## src/rtl/dither_pkg.sv

```systemverilog
package dither_pkg;
  localparam int LEVEL_W   = 2;
  localparam int NUM_PHASE = 3;
  localparam int PHASE_W   = $clog2(NUM_PHASE);

  typedef enum logic [LEVEL_W-1:0] {
    LVL_OFF        = 2'b00,
    LVL_THIRD      = 2'b01,
    LVL_TWO_THIRDS = 2'b10,
    LVL_FULL       = 2'b11
  } level_e;

  // one-hot view of the frame phase handed from control to datapath
  typedef struct packed {
    logic first;
    logic second;
    logic third;
  } phase_strb_t;
endpackage

```

## src/rtl/dither_phase_ctrl.sv

```systemverilog
module dither_phase_ctrl
  import dither_pkg::*;
(
  input  logic        clk,
  input  logic        rstN,
  input  logic        frameStart,
  output phase_strb_t strb
);
  logic [PHASE_W-1:0] phase;
  logic [PHASE_W-1:0] phaseNext;
  logic               lastPhase;

  always_comb begin
    lastPhase = (phase == PHASE_W'(NUM_PHASE - 1));
    if (frameStart) phaseNext = lastPhase ? '0 : phase + 1'b1;
    else            phaseNext = phase;
  end

  always_ff @(posedge clk or negedge rstN) begin
    if (!rstN) phase <= '0;
    else       phase <= phaseNext;
  end

  always_comb begin
    strb.first  = (phase == PHASE_W'(0));
    strb.second = (phase == PHASE_W'(1));
    strb.third  = (phase == PHASE_W'(2));
  end

  // phase never leaves 0..2
  p_phase_range_r7: assert property (@(posedge clk) disable iff (!rstN)
    phase < PHASE_W'(NUM_PHASE));

  // no strobe, no movement
  p_phase_hold_r7: assert property (@(posedge clk) disable iff (!rstN)
    !frameStart |=> $stable(phase));

  // from the last phase a strobe returns to the first
  p_phase_wrap_r7: assert property (@(posedge clk) disable iff (!rstN)
    (frameStart && strb.third) |=> strb.first);

  // a strobe always changes the phase
  p_phase_moves_r7: assert property (@(posedge clk) disable iff (!rstN)
    frameStart |=> !$stable(phase));
endmodule

```

## src/rtl/dither_level_dp.sv

```systemverilog
module dither_level_dp
  import dither_pkg::*;
#(
  parameter  int NUM_CHAN = 2,
  localparam int CODE_W   = NUM_CHAN * LEVEL_W
) (
  input  logic                clk,
  input  logic                rstN,
  input  phase_strb_t         strb,
  input  logic [CODE_W-1:0]   code,
  input  logic                valid,
  output logic [NUM_CHAN-1:0] lit
);
  for (genvar ch = 0; ch < NUM_CHAN; ch++) begin : g_chan
    level_e lvl;
    logic   pattern;

    assign lvl = level_e'(code[ch*LEVEL_W +: LEVEL_W]);

    always_comb begin
      unique case (lvl)
        LVL_OFF:        pattern = 1'b0;
        LVL_THIRD:      pattern = strb.first;
        LVL_TWO_THIRDS: pattern = strb.first | strb.second;
        default:        pattern = 1'b1;
      endcase
      lit[ch] = valid & pattern;
    end

    // level 00 stays dark
    p_off_dark_r3: assert property (@(posedge clk) disable iff (!rstN)
      (lvl == LVL_OFF) |-> !lit[ch]);

    // level 11 with a valid pixel is lit
    p_full_lit_r4: assert property (@(posedge clk) disable iff (!rstN)
      (valid && lvl == LVL_FULL) |-> lit[ch]);

    // level 01 is dark outside phase 0
    p_third_dark_r5: assert property (@(posedge clk) disable iff (!rstN)
      (lvl == LVL_THIRD && !strb.first) |-> !lit[ch]);

    // level 10 is dark in phase 2
    p_two_dark_r6: assert property (@(posedge clk) disable iff (!rstN)
      (lvl == LVL_TWO_THIRDS && strb.third) |-> !lit[ch]);
  end

  // exactly one phase strobe from the control section
  p_strb_onehot_r7: assert property (@(posedge clk) disable iff (!rstN)
    $countones(strb) == 1);

  // invalid pixel leaves every output dark
  p_mask_r8: assert property (@(posedge clk) disable iff (!rstN)
    !valid |-> (lit == '0));
endmodule

```

## src/rtl/tri_frame_dither.sv

```systemverilog
module tri_frame_dither
  import dither_pkg::*;
#(
  parameter bit OUT_REG = 1'b0
) (
  input  logic                   clk,
  input  logic                   rstN,
  input  logic                   frameStart,
  input  logic [2*LEVEL_W-1:0]   pixCode,
  input  logic                   pixValid,
  output logic                   redOn,
  output logic                   greenOn
);
  localparam int NUM_CHAN = 2;

  phase_strb_t         strb;
  logic [NUM_CHAN-1:0] lit;

  dither_phase_ctrl u_ctrl (
    .clk        (clk),
    .rstN       (rstN),
    .frameStart (frameStart),
    .strb       (strb)
  );

  dither_level_dp #(.NUM_CHAN(NUM_CHAN)) u_dp (
    .clk   (clk),
    .rstN  (rstN),
    .strb  (strb),
    .code  (pixCode),
    .valid (pixValid),
    .lit   (lit)
  );

  if (OUT_REG) begin : g_reg
    always_ff @(posedge clk or negedge rstN) begin
      if (!rstN) begin
        redOn   <= 1'b0;
        greenOn <= 1'b0;
      end else begin
        redOn   <= lit[1];
        greenOn <= lit[0];
      end
    end
  end else begin : g_comb
    assign redOn   = lit[1];
    assign greenOn = lit[0];
  end
endmodule

```

## config.mk

```make
export PLATFORM = sky130hd
export DESIGN_NAME = tri_frame_dither
export DESIGN_NICKNAME = d
export VERILOG_FILES = /design/src/rtl/dither_pkg.sv /design/src/rtl/dither_phase_ctrl.sv /design/src/rtl/dither_level_dp.sv /design/src/rtl/tri_frame_dither.sv
export SDC_FILE = /design/constraint.sdc
export NUM_CORES = 1
export LEC_CHECK = 0
export BUFFER_PORTS_ARGS = -buffer_cell sky130_fd_sc_hd__clkbuf_2
export CORE_AREA = 10 10 47 49
export CTS_BUF_LIST = sky130_fd_sc_hd__clkbuf_16
export DETAILED_ROUTE_END_ITERATION = 8
export DIE_AREA = 0 0 57 59
export GPL_TIMING_DRIVEN = 0
export HOLD_SLACK_MARGIN = 0.05
export SKIP_CTS_REPAIR_TIMING = 1
export SYNTH_ARGS = -nofsm -noshare
export SYNTH_HDL_FRONTEND = slang
export SYNTH_SLANG_ARGS = --single-unit
export TNS_END_PERCENT = 50
```

## constraint.sdc

```tcl
create_clock -name clk -period 1 [get_ports clk]
set_input_delay 0.1 -clock clk [delete_from_list [all_inputs] [get_ports clk]]
set_output_delay 0.1 -clock clk [all_outputs]
set_load 0.01 [all_outputs]
```

==> qor.yml <==
crit_fanout: 6
setup.reg_to_reg.worst_slack_ps: 170
maximum_number_of_pins_on_one_net_before_global_route_repair: 7
die_y_um: 59
drive_above_1_share_pct: 64.29
slowest_cp_cell: "sky130_fd_sc_hd__dfrtp_2"
drt_pre_antenna_iters: 1
clk-insertion-delay-late_ps: 220
route.detailed.wl_per_inst_um: 9.909
power.share.sequential_pct: 18.5
n_fill_cell: 162
numCtsBuffers: 3
pre_cts_ws_ps: -202.0
cts_max_path_buffers: 2
tritoncts: "built"
final.hold.worst_slack_ps: 93.56
die_width_um: 57
syn-cell-area_um2: 135.1
core_area_mm2: 0.001401
cell_accounting_for_the_most_synthesized_area: "sky130_fd_sc_hd__dfrtp_1"
synth.cells.most_frequent: "sky130_fd_sc_hd__nand2_1 (3), sky130_fd_sc_hd__a31oi_1 (2), sky130_fd_sc_hd__dfrtp_1 (2), sky130_fd_sc_hd__or3b_1 (2)"
post-route-worst-setup-slack_ps: -429.0
synth-seq-cells: 2
io_pins: 10
regMostFlops: "u_ctrl.phase"
dr.first_iter.drc_count: 0
initial_antenna_violation_count: 0
number_of_flip_flops_under_the_largest_register_name: 2
worst-slew-pin-transition_ps: 119.2
die_outline_area_mm2: 0.003363
swShare_pct: 21.71
critical_path_arrival_ps: 1330
synth.area.top_cells: "sky130_fd_sc_hd__dfrtp_1 (37%), sky130_fd_sc_hd__or3b_1 (13%), sky130_fd_sc_hd__a31oi_1 (9.3%)"
worst_path_largest_cell_delay_ps: 430
worst_hold_path_type: "in -> reg"
timing.critical_path.to_type: "output pin"
clock_power_share_pct: 63.0
area_growth_syn_to_layout_pct: 123.1
syn-instance-count: 15
number_of_vias_in_the_routed_layout: 153
setup_viol_count_final: 2
clock-root-buffer: "sky130_fd_sc_hd__clkbuf_16"
slew-limit-headroom_pct: 91.83
crit_chain: "or3b_4 > a31oi_2 > buf_2"
cap_violations: 0
sequential_area_share_after_synthesis_pct: 37.04
grt.total_usage_pct: 2.895
synth.most_common_cell: "sky130_fd_sc_hd__nand2_1"
largestRegisters: "u_ctrl.phase (2)"
synth-main-ff-cell: "sky130_fd_sc_hd__dfrtp_1"
number_of_enable_flip_flop_cells_after_synthesis: 0
clock_tree.htree_level_count: 1
synthDominantCellAreaShare_pct: 37.04
clock_skew_ps: 1.218
worstSetupPathType: "reg -> out"
grt_pass1_wl_um: 683
combinationalPowerShare_pct: 18.5
timing.critical_path.required_ps: 900
final.period_utilization_pct: 142.9
finalWirelength_um: 436
finalWeightedCongestion: 0.5082
worst_path_dominant_cell_family: "flip-flops"
netlist-cell-type-count: 10
irDropWorstVdd_mv: 1.425
failed_checks: "negative setup slack"
syn-num-nets: 23
total_power_consumption_of_the_routed_design_mw: 0.9463
cp.buffers_inverters: 1
unrepaired_setup_endpoints_after_global_routing: "yes"
synth_area_per_cell_um2: 9.009
drt_drc_violations_left: 0
area.sequential_um2: 51.30
initial_core_util_pct: 9.643
tritoncts_num_sinks: 2
ys.warnings.count: 0
min_period_ps: 1429
drt.antenna.violating_nets: 0
outcome: "complete, but fails checks"
portbufs: 9
rows: 14
cellInternalPower_mw: 0.7409
timing_hold_violations_final: 0
multi_input_area_um2: 96.34
insertedDiodeCount: 0
power.switching_mw: 0.2054
report.final.slew_viol_count: 0
cts.clk_slew.worst_paths_ps: 30
power.static_leakage_nw: 0.1412
power_per_cell_area_mw_per_mm2: 3138
fmax_mhz: 699.8
overflow: 0
crit_path_start_kind: "register"
finish.net_count: 38
first_global_vias: 181
async_flop_share_pct: 100.0
routed_via_density: 3.477
[final timing paths]
kind / start / endpoint / cells past startpoint
worst min-delay path: frameStart / u_ctrl.phase[1] / 2
min in group asynchronous: rstN / u_ctrl.phase[1] / 2
worst max-delay path: u_ctrl.phase[1] / greenOn / 3
max in group asynchronous: rstN / u_ctrl.phase[1] / 2
worst min register to register: u_ctrl.phase[1] / u_ctrl.phase[1] / 1
worst max register to register: u_ctrl.phase[1] / u_ctrl.phase[0] / 2
[cells in the final DEF (no fill, tap or decap)]
cell type / n
sky130_fd_sc_hd__clkbuf_2: 7
sky130_fd_sc_hd__nand2_1: 3
sky130_fd_sc_hd__clkbuf_16: 3
sky130_fd_sc_hd__a31oi_2: 2
sky130_fd_sc_hd__buf_2: 2
sky130_fd_sc_hd__nand2b_2: 1
sky130_fd_sc_hd__or3b_1: 1
sky130_fd_sc_hd__inv_1: 1
sky130_fd_sc_hd__nand2b_1: 1
sky130_fd_sc_hd__or3b_4: 1
sky130_fd_sc_hd__mux2i_1: 1
sky130_fd_sc_hd__nor2_1: 1
sky130_fd_sc_hd__mux2_2: 1
sky130_fd_sc_hd__dlygate4sd3_1: 1
sky130_fd_sc_hd__dfrtp_1: 1
sky130_fd_sc_hd__dfrtp_2: 1
[area by class of cell]
cell class / instances / area share (%)
Clock buffer: 3 / 24.90
Inverter: 1 / 1.245
Multi-Input combinational cell: 12 / 31.95
Sequential cell: 2 / 17.01
Tap cell: 16 / 6.639
Timing Repair Buffer: 10 / 18.26
[routing by layer]
metal	vias up	track usage, %	part of all wire (%)
met2	10	3.101	44
li1	80	-	-
met5	-	0	0
met3	0	2.146	17
met1	63	2.613	39
met4	0	5.034	0
[power groups by stage]
| stage | Sequential, mW | Clock, mW | Combinational (mW) |
|---|---|---|---|
| 6_report | 0.175 | 0.596 | 0.175 |
| 5_1_grt | 0.184 | 0.614 | 0.193 |
| 4_1_cts | 0.171 | 0.611 | 0.163 |
| 3_5_place_dp | 0.172 | 0 | 0.164 |
| 3_3_place_gp | 0.170 | 0 | 0.161 |
| 2_1_floorplan | 0.153 | 0 | 0.121 |
[cell families after synthesis]
kind of cell	Yosys count	synth area share [%]
AND/OR/NAND/NOR	8	35.19
buffers and inverters	1	2.775
flip-flops	2	37.04
multiplexers	2	15.74
AO/OA/AOI/OAI	2	9.258
[stage by stage]
stage                     TNS, ps  instance area, µm²  utilization, %  std cells
final                      -819.7               301.5           21.52         44
after detailed placement   -382.0               212.7           15.18         40
after floorplan            -93.98               147.6               -         15
after global placement     -353.8               212.7           15.18         40
after CTS                  -840.0               287.8           20.54         43
after global routing       -905.4               301.5           21.52         44
(Power assumes the default switching activity.)
